$ cat src/rtl/cap_pkg.sv
// Shared types for the unit capture buffer.
// Assumes: nothing beyond IEEE 1800-2017.
package cap_pkg;

    // Capture phase: filling the ring, storing post-trigger units, frozen.
    typedef enum logic [1:0] {
        CAP_FILL = 2'd0,
        CAP_POST = 2'd1,
        CAP_DONE = 2'd2
    } cap_state_e;

endpackage

$ cat src/rtl/cap_trigger.sv
// Trigger qualifier. In manual mode it passes the user request through.
// In event mode it combines enabled event flags, a masked change test and a
// value match on one selected overhead byte position.
// Assumes: the overhead tap delivers at most one byte per cycle, and arm
// clears the stored previous sample.
module cap_trigger #(
    parameter int NUM_EVT = 4,
    parameter int POS_W   = 6
) (
    input  logic               clk,
    input  logic               rst_n,
    input  logic               arm,
    input  logic               mode_event,
    input  logic               man_trig,
    input  logic [NUM_EVT-1:0] evt_flags,
    input  logic [NUM_EVT-1:0] evt_en,
    input  logic               ovh_valid,
    input  logic [POS_W-1:0]   ovh_pos,
    input  logic [7:0]         ovh_byte,
    input  logic [POS_W-1:0]   sel_pos,
    input  logic               chg_en,
    input  logic [7:0]         chg_mask,
    input  logic               val_en,
    input  logic [7:0]         match_val,
    output logic               trig_req
);

    logic [7:0] prev_byte;
    logic       prev_ok;
    logic       tap_hit;
    logic       chg_hit;
    logic       val_hit;
    logic       evt_hit;

    // Qualify each trigger source and select by mode.
    always_comb begin
        tap_hit  = ovh_valid && (ovh_pos == sel_pos);
        chg_hit  = chg_en && tap_hit && prev_ok && (((ovh_byte ^ prev_byte) & chg_mask) != 8'd0);
        val_hit  = val_en && tap_hit && (ovh_byte == match_val);
        evt_hit  = |(evt_flags & evt_en);
        trig_req = mode_event ? (evt_hit || chg_hit || val_hit) : man_trig;
    end

    // Remember the last sample of the selected byte for the change test.
    always_ff @(posedge clk) begin
        if (!rst_n || arm) begin
            prev_byte <= 8'd0;
            prev_ok   <= 1'b0;
        end else if (tap_hit) begin
            prev_byte <= ovh_byte;
            prev_ok   <= 1'b1;
        end
    end

endmodule

$ cat src/rtl/cap_ctrl.sv
// Capture controller. It frames units on the start strobe, steps the ring
// slot pointer, counts stored and post-trigger units, accepts the trigger
// and freezes the ring when the post-trigger count is reached.
// Assumes: mode_event is held steady from arm until done, DEPTH is even
// and at least 2, and UNIT_BYTES is at least 2.
module cap_ctrl #(
    parameter int DEPTH      = 16,
    parameter int UNIT_BYTES = 8,
    localparam int UW        = $clog2(DEPTH),
    localparam int BW        = $clog2(UNIT_BYTES)
) (
    input  logic          clk,
    input  logic          rst_n,
    input  logic          arm,
    input  logic          mode_event,
    input  logic          trig_req,
    input  logic          din_valid,
    input  logic          din_sou,
    output logic          wr_en,
    output logic [UW-1:0] wr_unit,
    output logic [BW-1:0] wr_byte,
    output logic          done,
    output logic [UW-1:0] trig_idx
);
    import cap_pkg::*;

    localparam int CW   = $clog2(DEPTH + 1);
    localparam int HALF = DEPTH / 2;

    cap_state_e    state;
    logic [UW-1:0] wr_ptr;
    logic [BW-1:0] byte_idx;
    logic          in_unit;
    logic [CW-1:0] stored_cnt;
    logic [CW-1:0] post_cnt;
    logic [CW-1:0] target;
    logic          unit_done;
    logic          accept;

    // Write qualification, unit completion and trigger acceptance.
    always_comb begin
        wr_en     = (state != CAP_DONE) && !arm && din_valid && (din_sou || in_unit);
        unit_done = wr_en && !din_sou && (byte_idx == BW'(UNIT_BYTES - 1));
        target    = mode_event ? CW'(HALF) : CW'(DEPTH);
        accept    = (state == CAP_FILL) && !arm && trig_req &&
                    (!mode_event || (stored_cnt >= CW'(HALF)));
        wr_unit   = wr_ptr;
        wr_byte   = din_sou ? '0 : byte_idx;
        done      = (state == CAP_DONE);
    end

    // Unit framing and ring pointer stepping.
    always_ff @(posedge clk) begin
        if (!rst_n || arm) begin
            wr_ptr     <= '0;
            byte_idx   <= '0;
            in_unit    <= 1'b0;
            stored_cnt <= '0;
        end else if (wr_en) begin
            if (din_sou) begin
                byte_idx <= BW'(1);
                in_unit  <= 1'b1;
            end else if (unit_done) begin
                byte_idx <= '0;
                in_unit  <= 1'b0;
                wr_ptr   <= (wr_ptr == UW'(DEPTH - 1)) ? '0 : wr_ptr + UW'(1);
                if (stored_cnt < CW'(DEPTH)) begin
                    stored_cnt <= stored_cnt + CW'(1);
                end
            end else begin
                byte_idx <= byte_idx + BW'(1);
            end
        end
    end

    // Capture phase sequencing and post-trigger counting.
    always_ff @(posedge clk) begin
        if (!rst_n || arm) begin
            state    <= CAP_FILL;
            post_cnt <= '0;
        end else begin
            case (state)
                CAP_FILL: if (accept) begin
                    post_cnt <= unit_done ? CW'(1) : CW'(0);
                    state    <= (unit_done && target == CW'(1)) ? CAP_DONE : CAP_POST;
                end
                CAP_POST: if (unit_done) begin
                    post_cnt <= post_cnt + CW'(1);
                    if (post_cnt + CW'(1) == target) begin
                        state <= CAP_DONE;
                    end
                end
                default: state <= CAP_DONE;
            endcase
        end
    end

    // Latch the ring slot of the trigger unit.
    always_ff @(posedge clk) begin
        if (!rst_n) begin
            trig_idx <= '0;
        end else if (accept) begin
            trig_idx <= wr_ptr;
        end
    end

    // no trigger accepted in event mode before the pre-trigger half is full.
    p_pre_window_r4: assert property (@(posedge clk) disable iff (!rst_n)
        (state == CAP_FILL && mode_event && stored_cnt < CW'(HALF)) |=> (state == CAP_FILL));

    // the post-trigger count never passes its target.
    p_post_bound_r3: assert property (@(posedge clk) disable iff (!rst_n)
        (state == CAP_POST) |-> (post_cnt < target));

    // the trigger slot is held once a trigger has been accepted.
    p_trig_hold_r10: assert property (@(posedge clk) disable iff (!rst_n)
        (state != CAP_FILL) |=> $stable(trig_idx));

    // the ring freezes only on a unit completion.
    p_freeze_on_unit_r8: assert property (@(posedge clk) disable iff (!rst_n)
        $rose(state == CAP_DONE) |-> $past(unit_done));

endmodule

$ cat src/rtl/cap_mem.sv
// Byte store for the capture ring, with one write port and one registered
// read port.
// Assumes: addresses are in range, and a read of the byte being written in
// the same cycle returns the old content.
module cap_mem #(
    parameter int WORDS = 128,
    localparam int AW   = $clog2(WORDS)
) (
    input  logic          clk,
    input  logic          rst_n,
    input  logic          we,
    input  logic [AW-1:0] waddr,
    input  logic [7:0]    wdata,
    input  logic [AW-1:0] raddr,
    output logic [7:0]    rdata
);

    logic [7:0] store [WORDS];

    // Store write.
    always_ff @(posedge clk) begin
        if (we) begin
            store[waddr] <= wdata;
        end
    end

    // Registered read.
    always_ff @(posedge clk) begin
        if (!rst_n) begin
            rdata <= 8'd0;
        end else begin
            rdata <= store[raddr];
        end
    end

endmodule

$ cat src/rtl/cap_buffer.sv
// Top of the pre/post-trigger unit capture buffer. It connects the trigger
// qualifier, the controller and the byte store, and maps read addresses so
// that unit 0 is the oldest stored unit.
// Assumes: rd_unit < DEPTH and rd_byte < UNIT_BYTES. The production sizes
// are 1500 or 256 units of the unit length in bytes.
module cap_buffer #(
    parameter int DEPTH      = 16,
    parameter int UNIT_BYTES = 8,
    parameter int NUM_EVT    = 4,
    parameter int POS_W      = 6,
    localparam int UW        = $clog2(DEPTH),
    localparam int BW        = $clog2(UNIT_BYTES)
) (
    input  logic               clk,
    input  logic               rst_n,
    input  logic               arm,
    input  logic               mode_event,
    input  logic               man_trig,
    input  logic [7:0]         din,
    input  logic               din_valid,
    input  logic               din_sou,
    input  logic [NUM_EVT-1:0] evt_flags,
    input  logic [NUM_EVT-1:0] evt_en,
    input  logic               ovh_valid,
    input  logic [POS_W-1:0]   ovh_pos,
    input  logic [7:0]         ovh_byte,
    input  logic [POS_W-1:0]   sel_pos,
    input  logic               chg_en,
    input  logic [7:0]         chg_mask,
    input  logic               val_en,
    input  logic [7:0]         match_val,
    input  logic [UW-1:0]      rd_unit,
    input  logic [BW-1:0]      rd_byte,
    output logic [7:0]         rd_data,
    output logic               done,
    output logic [UW-1:0]      trig_idx
);

    localparam int WORDS = DEPTH * UNIT_BYTES;
    localparam int AW    = $clog2(WORDS);

    logic          trig_req;
    logic          wr_en;
    logic [UW-1:0] wr_unit;
    logic [BW-1:0] wr_byte;
    logic [UW:0]   rd_sum;
    logic [UW-1:0] rd_slot;
    logic [AW-1:0] waddr;
    logic [AW-1:0] raddr;

    cap_trigger #(.NUM_EVT(NUM_EVT), .POS_W(POS_W)) u_trig (
        .clk(clk), .rst_n(rst_n), .arm(arm), .mode_event(mode_event),
        .man_trig(man_trig), .evt_flags(evt_flags), .evt_en(evt_en),
        .ovh_valid(ovh_valid), .ovh_pos(ovh_pos), .ovh_byte(ovh_byte),
        .sel_pos(sel_pos), .chg_en(chg_en), .chg_mask(chg_mask),
        .val_en(val_en), .match_val(match_val), .trig_req(trig_req)
    );

    cap_ctrl #(.DEPTH(DEPTH), .UNIT_BYTES(UNIT_BYTES)) u_ctrl (
        .clk(clk), .rst_n(rst_n), .arm(arm), .mode_event(mode_event),
        .trig_req(trig_req), .din_valid(din_valid), .din_sou(din_sou),
        .wr_en(wr_en), .wr_unit(wr_unit), .wr_byte(wr_byte),
        .done(done), .trig_idx(trig_idx)
    );

    // Byte addresses. Read unit 0 starts at the next write slot, which is
    // the oldest unit once the ring is full.
    always_comb begin
        rd_sum  = {1'b0, wr_unit} + {1'b0, rd_unit};
        rd_slot = (rd_sum >= (UW+1)'(DEPTH)) ? UW'(rd_sum - (UW+1)'(DEPTH)) : UW'(rd_sum);
        waddr   = AW'(int'(wr_unit) * UNIT_BYTES + int'(wr_byte));
        raddr   = AW'(int'(rd_slot) * UNIT_BYTES + int'(rd_byte));
    end

    cap_mem #(.WORDS(WORDS)) u_mem (
        .clk(clk), .rst_n(rst_n), .we(wr_en), .waddr(waddr), .wdata(din),
        .raddr(raddr), .rdata(rd_data)
    );

    // done holds until arm.
    p_done_sticky_r8: assert property (@(posedge clk) disable iff (!rst_n)
        (done && !arm) |=> done);

    // arm clears done.
    p_arm_clears_r8: assert property (@(posedge clk) disable iff (!rst_n)
        arm |=> !done);

endmodule

$ cat config.mk
export PLATFORM = sky130hd
export DESIGN_NAME = cap_buffer
export DESIGN_NICKNAME = d
export VERILOG_FILES = /design/src/rtl/cap_pkg.sv /design/src/rtl/cap_trigger.sv /design/src/rtl/cap_ctrl.sv /design/src/rtl/cap_mem.sv /design/src/rtl/cap_buffer.sv
export SDC_FILE = /design/constraint.sdc
export NUM_CORES = 1
export LEC_CHECK = 0
export ABC_AREA = 1
export BUFFER_PORTS_ARGS = -buffer_cell sky130_fd_sc_hd__buf_2
export CAP_MARGIN = 20
export CORE_MARGIN = 2
export CORE_UTILIZATION = 40
export DETAILED_ROUTE_END_ITERATION = 7
export PLACE_DENSITY = 0.53
export SKIP_LAST_GASP = 1
export SLEW_MARGIN = 20
export SYNTH_ARGS = -nofsm -noshare
export SYNTH_HDL_FRONTEND = slang
export SYNTH_SLANG_ARGS = --single-unit
$ cat constraint.sdc
create_clock -name clk -period 2.7 [get_ports clk]
set_input_delay 0.405 -clock clk [delete_from_list [all_inputs] [get_ports clk]]
set_output_delay 0.405 -clock clk [all_outputs]
set_load 0.05 [all_outputs]
### After elaboration in Yosys (flattened, before gate mapping)

Memories as Yosys holds them, arrays and structs flattened. A register that Yosys moved wholly into a read port is not among the register bits.
Index checks and enable logic that the tools add are counted.

| storage, ports and cells | value |
|---|---|
| register bits after elaboration | 33 |
| latch bits | 0 |
| memory bits (read-only) | 0 |
| memories | 1 |
| word-level logic and storage cells | 92 |
| output and inout port bits | 13 |
| RAM bits | 1024 |

Memories:

| name | depth | bits a word | rd ports | clocked after Yosys merged registers in | wr ports | line | text |
|---|---|---|---|---|---|---|---|
| u_mem.store | 128 | 8 | 1 | 1 | 1 | cap_mem.sv:18 | `logic [7:0] store [WORDS];` |

| cells by class | value |
|---|---|
| multiplexer cells | 20 |
| bitwise gates (word level) | 4 |
| add/sub/neg operators | 8 |
| divide/modulo/power cells | 0 |
| shifts and indexed selects | 0 |
| reduce and logical (&&, ||, !) cells | 35 |
| $mul | 0 |
| order comparisons | 3 |
| equal/unequal tests | 12 |

Operator list:

| operator | number |
|---|---|
| 1-bit logical AND | 15 |
| 5-bit two-way mux | 3 |
| 7-bit by 3-bit adder with 7-bit output | 2 |
| 5-bit by 1-bit adder with 5-bit output, second input constant | 2 |
| 5-bit one-hot mux with 2 select lines | 1 |
| 3-bit two-way mux | 3 |
| 3-bit AND reduction | 3 |
| 8-bit AND | 1 |
| 8-bit equality test | 1 |
| 2-bit two-way mux | 4 |
| 4-bit two-way mux | 2 |
| 8-bit nonzero test | 1 |
| 8-bit XOR | 1 |
| 6-bit equality test | 1 |
| 1-bit two-way mux | 6 |
| 2-bit by 1-bit inequality test with 1-bit output, second input constant | 3 |
| 4-bit by 4-bit adder with 5-bit output | 1 |
| 5-bit by 1-bit equality test with 1-bit output, second input constant | 1 |
| 5-bit equality test | 1 |
| 5-bit by 4-bit greater-or-equal comparator with 1-bit output, second input constant | 1 |
| 5-bit greater-or-equal comparator, second input constant | 1 |
| 1-bit logical NOT | 5 |
| 1-bit logical OR | 5 |
| 5-bit < comparator, second input constant | 1 |
| 16 further kinds | 17 |

### Longest topological paths before layout

Gate-level depths: netlist of run 1.

| depth | value |
|---|---|
| depth in word-level cells | 12 |
| gate-level depth with buffers | 16 |
| mapped depth without buffers | 16 |

### By module

Synthesis of run 1 repeated with hierarchy kept, for this count alone.

| unflattened totals | value |
|---|---|
| cell total of the unflattened synthesis | 3917 |
| area total of the unflattened synthesis | 44440.1 um^2 |

By module, submodules not included:

| module | sequential area each (um^2) | area each (um^2) | cells an instance | instances |
|---|---|---|---|---|
| cap_mem | 30909.6 | 42290.6 | 3577 | 1 |
| cap_ctrl | 480.5 | 1243.7 | 175 | 1 |
| cap_trigger | 180.2 | 783.3 | 146 | 1 |
| cap_buffer | 0.0 | 122.6 | 19 | 1 |

### Worst setup path after synthesis of run 1

OpenSTA, ideal clock, no wires.

| path | value |
|---|---|
| kind | register to register |
| from | register u_ctrl.wr_ptr[0] (netlist: u_ctrl.wr_unit[0]) |
| to | register u_mem.rdata[0], read port of u_mem.store |
| arrival | 2.129 ns |
| path slack | 0.501 ns |
| path buffers | 1 |
| cell stages (with the launch flop) | 10 |
| cell sequence | dfxtp_1 -> ha_1 -> inv_1 -> fa_1 -> xor2_1 -> inv_1 -> clkbuf_1 -> a21oi_1 -> a21oi_1 -> a21oi_1 |

| on the way | value |
|---|---|
| longest elaborated chain between the ends | 4 |
| elaborated cells between the ends (all ways) | 5 |

RTL lines:

| element | line | text |
|---|---|---|
| start, declared | cap_ctrl.sv:31 | `logic [UW-1:0] wr_ptr;` |
| start signal, assigned | cap_ctrl.sv:66 | `wr_ptr <= (wr_ptr == UW'(DEPTH - 1)) ? '0 : wr_ptr + UW'(1);` |
| 4-bit by 4-bit adder with 5-bit output (*) | cap_buffer.sv:69 | `rd_sum = {1'b0, wr_unit} + {1'b0, rd_unit};` |
| 4-bit by 1-bit subtractor with 4-bit output / 5-bit greater-or-equal comparator (equally long branches) | cap_buffer.sv:70 | `rd_slot = (rd_sum >= (UW+1)'(DEPTH)) ? UW'(rd_sum - (UW+1)'(DEPTH)) : UW'(rd_sum);` |
| 4-bit two-way mux (*) | cap_buffer.sv:70 |  |
| 7-bit by 3-bit adder with 7-bit output (*) | cap_buffer.sv:72 | `raddr = AW'(int'(rd_slot) * UNIT_BYTES + int'(rd_byte));` |
| end, declared | cap_mem.sv:15 | `output logic [7:0] rdata` |

Every way passes the cells marked *; elsewhere a longest branch is shown, timed or not.
A chain may end at the register's enable or synchronous reset.

### Final worst setup path of run 1

| path | value |
|---|---|
| from | register u_ctrl.wr_ptr[0] (netlist: u_ctrl.wr_unit[0]) |
| to | register u_mem.rdata[6], read port of u_mem.store |

Same word-level chain as after synthesis.

==> results of run 1 <==
[sequential cells by signal (all words and copies together), names as in the netlist]
register / flops
u_ctrl.trig_idx: 4
u_trig.prev_byte: 8
u_ctrl.stored_cnt: 5
u_mem.store: 1024
u_trig.prev_ok: 1
u_mem.rdata: 8
u_ctrl.in_unit: 1
u_ctrl.byte_idx: 3
u_ctrl.post_cnt: 5
u_ctrl.wr_unit: 4
u_ctrl.state: 2
[cell families after synthesis]
logic type | synth area share (%)
buf+inv | 3.048
simple gates | 11.83
flops | 73.31
compound gates | 11.21
xor+xnor | 0.2034
fa+ha+maj | 0.3952
[cell usage after synthesis, types with 2 or more instances]
cell      instances  area (sq um)
clkinv_1          3         11.26
nand2_1         429          1610
a21oi_1          69         345.3
edfxtp_1       1024         30750
o21ai_0         531          2658
or2_2             2         12.51
nand3_1         165         825.8
buf_4            12         90.09
o31ai_1           6         45.04
o211ai_1         11         82.58
o21ai_1          14         70.07
o21ai_2           2         17.52
nor3_4            2         32.53
buf_2            68         340.3
nor3b_2           2         25.02
a21boi_0          2         15.01
nor3_1            4         20.02
nand4_1           5         31.28
dfxtp_1          41         820.8
xnor2_1           4         35.03
nor2_1          665          2496
inv_1            74         277.8
clkbuf_1        139         521.8
inv_2             4         15.01
o22ai_1         251          1570
ha_1             12         150.1
xor2_1            6         52.55
buf_1            12         45.04
[power by group through the flow]
| stage | clock, uW | combinational, uW | sequential (uW) |
|---|---|---|---|
| after floorplan | 0 | 1090 | 18500 |
| after global placement | 0 | 2210 | 18500 |
| after detailed placement | 0 | 2220 | 18500 |
| after CTS | 15300 | 2230 | 18100 |
| after global routing | 16000 | 2430 | 18100 |
| final | 15000 | 2220 | 18200 |
[worst register-to-register path, cell delays in order, from the launching register on]
cell	delay (ps)
dfxtp_1	420
ha_2	220
inv_1	50
fa_1	550
buf_4	450
o211ai_1	460
a21oi_1	250
a21oi_1	90
[per-stage QoR]
step	total power [uW]	instance area [sq um]	setup WS (ps)
final	35420	50500	84.00
after detailed placement	20720	46830	117.7
after global placement	20710	46830	107.5
after global routing	36550	50490	12.95
after floorplan	19620	43060	501.0
after CTS	35700	50490	174.0
[placed cells by master, fill, tap and decap left out, types with 8 or more instances in the layout]
cell           count
a21oi_1           69
clkbuf_1          19
dlygate4sd3_1      8
nand2_1          429
nand3_1          165
o21ai_0          531
o21ai_1           13
buf_12            45
ha_1              11
o211ai_1          11
clkinv_2          20
dfxtp_1           41
o22ai_1          251
nor2_1           665
inv_1             72
edfxtp_1        1024
buf_4            227
buf_2             70
clkinv_1          37
clkbuf_16        116
[repair_timing]
action                                 4_1_cts  5_1_grt
resized for setup                            0        0
hold buffers                                 8        0
endpoints found under the hold margin        8        0
[area by class of cell]
class / count / area [sq um]
fill: 9609 / 56410
sequential: 1065 / 31570
inverter: 81 / 319.1
timing repair buffer: 352 / 3064
antenna: 2 / 5.005
clock buffer: 139 / 3029
clock inverter: 72 / 553.0
tap: 1403 / 1755
multi-input combinational: 2192 / 10200
[metal layers]
layer  vias up  share of wire, %
met5         -             0.025
met4         4               2.8
met3       183               6.9
met2       967                46
met1     14110                44
li1      13430                 -
[path summary, 6_finish.rpt]
path,to,slack [ps],depth (start not counted)
setup / recovery,u_mem.rdata[6]$_SDFF_PN0_,80,7
hold / removal,u_mem.store[11][2]$_DFFE_PP_,50,1
setup reg to reg,u_mem.rdata[6]$_SDFF_PN0_,80,7
hold reg to reg,u_trig.prev_ok$_SDFFE_PP0N_,480,2
==> impl_metrics.tcl, run 1 <==
set metrics [dict create \
    path_class "register to register" \
    syn_inst 3570 \
    slew_headroom_pct 51.75 \
    nets 3887 \
    via_count 28700 \
    area_growth_pct 17.27 \
    dp.final_hpwl_um 72160 \
    dp.cells 5085 \
    ant_nets 0 \
    totalWireLength_um 120100 \
    comb_power_share_pct 6.3 \
    crit_start "u_ctrl.wr_unit[0]$_SDFFE_PP0P_" \
    viasPerCell 5.408 \
    grtUsageMet3_pct 4.046 \
    grt_pass1_wl_um 180400 \
    grt_use_met1_pct 30.21 \
    synth_edf_count 1024 \
    wl_per_cell_um 22.64 \
    power_frac_seq_pct 51.2 \
    avgSynthCellArea_sq_um 12.06 \
    yosys.cell_types.count 39 \
    regToRegStartpoint "u_ctrl.wr_unit[0]$_SDFFE_PP0P_" \
    async_flop_share_pct 0 \
    arrival_ps 3190 \
    drt_iter0_drc 2605 \
    cts_made_buffers 113 \
    crit_buf_inv 2 \
    finalMaxSlewViolations 0 \
    power.share.switching_pct 22.75 \
    cpPeakStageDelay_ps 550 \
    hp-class "input pin to register" \
    clock_latency_ps 700 \
    irDropWorstVdd_mv 0.5421 \
    clk_pin_slew_worst_paths_ps 60 \
    cts.sinks 1065 \
    min_period_ps 2616 \
    io-pin-count 82 \
    worst_path_max_delay_cell "fa_1" \
    endpoint_kind "register" \
    synth_top_flop_cell "edfxtp_1" \
    crit_chain "ha_2, inv_1, fa_1, buf_4, o211ai_1, a21oi_1, a21oi_1" \
    dieArea_sq_um 110300 \
    port_buffers 81 \
    final_cells 5306 \
    max_cap_violations 0 \
    h-tree-depth 3 \
    cp-start-kind "register" \
    cts_buffer_depth 3 \
    rsz0062_at_grt "false" \
    cp_common_cell "a21oi_1" \
    grt_overflow 0 \
    top_usage_layer "met2" \
    p_leak_uw 0.01723 \
    hold_viol 0 \
    cts_setup_buffers 0 \
    crit_family "compound AO/OA/AOI/OAI gates" \
    antenna_found_initial 3 \
    globalplace.congestion 0.8576 \
    synthesis.nets 3652 \
    grt_max_degree 129 \
    yosys_warnings 0 \
    power.internal_uw 27360 \
    powerDensity_nw_per_um2 701.5 \
    setup_tns_ps 0 \
    ys_seq_area_share_pct 73.31 \
    cts_tree "done" \
    p_clk_share_pct 42.5 \
    coreArea_sq_um 106900 \
    grt_pass1_vias 28040 \
    die_x_um 332.1 \
    drive_above_1_share_pct 13.33 \
    outcome "finished clean" \
    worstMarginPinSlew_ps 720.5 \
    ys_ff_latch 1065 \
    fin_util_pct 47.24 \
    crit_required_ps 3270 \
    root_buffer "clkbuf_16" \
    hold-worst-slack_ps 45.19 \
    finalCritPeriodShare_pct 96.89 \
    drtPass1Iterations 5 \
    setup_viol 0 \
    grtUsageTotal_pct 21.58 \
    p_switching_uw 8057 \
    fin_skew_ps 20.70 \
    fmax_mhz 382.3 \
    grt.met2_usage_pct 33.98 \
    hp-start "din[2]" \
    die_h_um 332.1 \
    rows 120 \
    initial_core_util_pct 40.28 \
    syn-cell-area_sq_um 43060 \
    crit_path_max_fanout 30 \
    drc_errors 0 \
]
(Power assumes the default switching activity.)
==> run 2, diff against run 1 <==
--- a/config.mk
+++ b/config.mk
@@ -9,9 +9,9 @@
 export BUFFER_PORTS_ARGS = -buffer_cell sky130_fd_sc_hd__buf_2
 export CAP_MARGIN = 20
 export CORE_MARGIN = 2
-export CORE_UTILIZATION = 40
+export CORE_UTILIZATION = 26
 export DETAILED_ROUTE_END_ITERATION = 7
-export PLACE_DENSITY = 0.53
+export PLACE_DENSITY = 0.38
 export SKIP_LAST_GASP = 1
 export SLEW_MARGIN = 20
 export SYNTH_ARGS = -nofsm -noshare
==> run 2 against run 1 <==
  * Sequential power about the same
  * Sequential cell count unchanged
  * Combinational power is 7% higher
  * Hold slack improved by 47 ps
  * Setup slack gained 46 ps
  * Global-route usage shrank 5.0 points
  * First-iteration DRC count shrank 17%
  * Power grew 4.9%
  * Largest power group unchanged
==> impl_metrics.tcl, run 2 (same netlist as run 1, synthesis figures left out) <==
set metrics [dict create \
    outcome "finished clean" \
    viasPerCell 4.700 \
    initial_core_util_pct 26.13 \
    path_class "register to register" \
    crit_required_ps 3310 \
    root_buffer "clkbuf_16" \
    endpoint_kind "register" \
    drt_iter0_drc 2173 \
    clk_pin_slew_worst_paths_ps 60 \
    grt_overflow 0 \
    largest_reg_flops 1024 \
    drive_above_1_share_pct 13.67 \
    postLayoutSetupSlackWorst_ps 130.4 \
    area_growth_pct 20.89 \
    finalMaxSlewViolations 0 \
    fmax_mhz 389.2 \
    comb_power_share_pct 6.4 \
    layout_commonest_cell "edfxtp_1" \
    finalCritPeriodShare_pct 95.17 \
    cts_tree "done" \
    rows 149 \
    layout_common_cells "edfxtp_1 (1024), nor2_1 (665), o21ai_0 (531)" \
    reg_top3 "u_mem.store (1024), u_mem.rdata (8), u_trig.prev_byte (8)" \
    dieArea_sq_um 168900 \
    p_leak_uw 0.01747 \
    p_clk_share_pct 44.7 \
    hp-class "input pin to register" \
    whs_path_depth 1 \
    die_x_um 411.0 \
    cts_buffer_depth 3 \
    hp-start "din[1]" \
    power.share.switching_pct 23.53 \
    powerDensity_nw_per_um2 713.8 \
    via_count 28750 \
    regToRegStartpoint "u_ctrl.wr_unit[1]$_SDFFE_PP0P_" \
    drtPass1Iterations 5 \
    cpPeakStageDelay_ps 700 \
    rsz0062_at_grt "false" \
    irDropWorstVdd_mv 0.6329 \
    n_antenna_cell 0 \
    fin_skew_ps 25.82 \
    max_cap_violations 0 \
    hold_viol 0 \
    globalplace.congestion 0.7711 \
    setup_tns_ps 0 \
    crit_path_max_fanout 34 \
    pre_cts_ws_ps -98.43 \
    grt_pass1_wl_um 204900 \
    antenna_found_initial 6 \
    h-tree-depth 4 \
    cp-start-kind "register" \
    crit_buf_inv 3 \
    p_switching_uw 8744 \
    cts_made_buffers 130 \
    port_buffers 81 \
    ant_nets 0 \
    timing.rr.end "u_mem.rdata[3]$_SDFF_PN0_" \
    worst_path_max_delay_cell "o31ai_1" \
    grt_pass1_vias 28690 \
    r2r_slack_ps 130 \
    dp.final_hpwl_um 86560 \
    arrival_ps 3180 \
    hold_path_end "u_mem.store[15][1]$_DFFE_PP_" \
    worstMarginPinSlew_ps 772.8 \
    power.internal_uw 28410 \
    grt_max_degree 84 \
    min_period_ps 2570 \
    nets 3911 \
    wl_per_cell_um 23.08 \
    cts.sinks 1065 \
    fill_cells 16750 \
    crit_family "compound AO/OA/AOI/OAI gates" \
    largest_register "u_mem.store" \
    crit_chain "inv_1, fa_2, clkinv_1, buf_12, o31ai_1, a21oi_1" \
    reg2reg_depth 6 \
    drc_errors 0 \
    setup_viol 0 \
    slew_headroom_pct 48.04 \
    die_h_um 411.0 \
    coreArea_sq_um 164800 \
    grtUsageTotal_pct 16.58 \
    totalWireLength_um 141200 \
    power_frac_seq_pct 48.9 \
    clock_latency_ps 770 \
    io-pin-count 82 \
]
[run 2: changes by cell type in the layout (fill, tap and decap cells not counted), sizes merged]
cell	change
diode	-2
buf	+6
dlygate4sd3	+2
bufinv	-3
inv	-1
clkinv	-11
clkbuf	+35
[run 2: power groups by stage]
| stage | clock network, uW | logic, uW | registers, uW |
|---|---|---|---|
| after floorplan | 0 | 1090 | 18500 |
| after global placement | 0 | 2430 | 18500 |
| after detailed placement | 0 | 2410 | 18500 |
| after CTS | 17100 | 2430 | 18200 |
| after global routing | 17700 | 2610 | 18100 |
| final | 16600 | 2370 | 18200 |
[run 2: how the worst max path moves through the flow]
stage                                         startpoint                         to  slack [ps]  cells past startpoint
after floorplan           u_ctrl.wr_unit[0]$_SDFFE_PP0P_  u_mem.rdata[0]$_SDFF_PN0_         500                      9
after global placement                        rd_unit[0]  u_mem.rdata[0]$_SDFF_PN0_        -150                      8
after detailed placement                      rd_unit[0]  u_mem.rdata[0]$_SDFF_PN0_        -100                      8
after CTS                 u_ctrl.wr_unit[1]$_SDFFE_PP0P_  u_mem.rdata[4]$_SDFF_PN0_         -20                      8
after global routing      u_ctrl.wr_unit[1]$_SDFFE_PP0P_  u_mem.rdata[3]$_SDFF_PN0_         110                      6
final                     u_ctrl.wr_unit[1]$_SDFFE_PP0P_  u_mem.rdata[3]$_SDFF_PN0_         130                      6
[run 2: final cells by class]
class                   instances  area [sq um]  share of cell area (%)
flip-flops and latches       1065         31570                   60.65
multi-input cells            2192         10220                   19.64
clock buffers                 175          3550                   6.819
repair buffers                359          3193                   6.134
well taps                    2189          2739                   5.262
clock inverters                57         452.9                  0.8701
inverters                      81         327.8                  0.6297
[run 2: per-layer routing]
layer | share of wire (%) | track usage (%) | vias to the layer above | wire length (um)
li1 | - | - | 13480 | -
met1 | 47 | 23.05 | 14470 | 66680
met2 | 46 | 26.58 | 638 | 65550
met3 | 4.4 | 2.936 | 164 | 6155
met4 | 1.9 | 4.339 | 2 | 2738
met5 | 0.064 | 0.3674 | - | 91
[run 2: per-stage QoR]
stage | utilization (%) | total power (uW) | cells | hold WS, ps | instance area, sq um
2_1_floorplan | - | 19620 | 3570 | 440.2 | 43060
3_3_place_gp | 29.08 | 20930 | 5874 | 451.9 | 47920
3_5_place_dp | 29.08 | 20910 | 5874 | 468.7 | 47920
4_1_cts | 31.57 | 37710 | 6116 | 22.63 | 52040
5_1_grt | 31.59 | 38460 | 6118 | 57.77 | 52050
6_report | 31.59 | 37150 | 6118 | 92.18 | 52050
[run 2: what timing repair did]
item | CTS | global route
hold endpoints to repair | 18 | 0
buffers inserted | 0 | 2
setup endpoints to repair | 2 | 4
gates cloned | 0 | 0
hold buffers | 10 | 0
resized for setup | 2 | 1
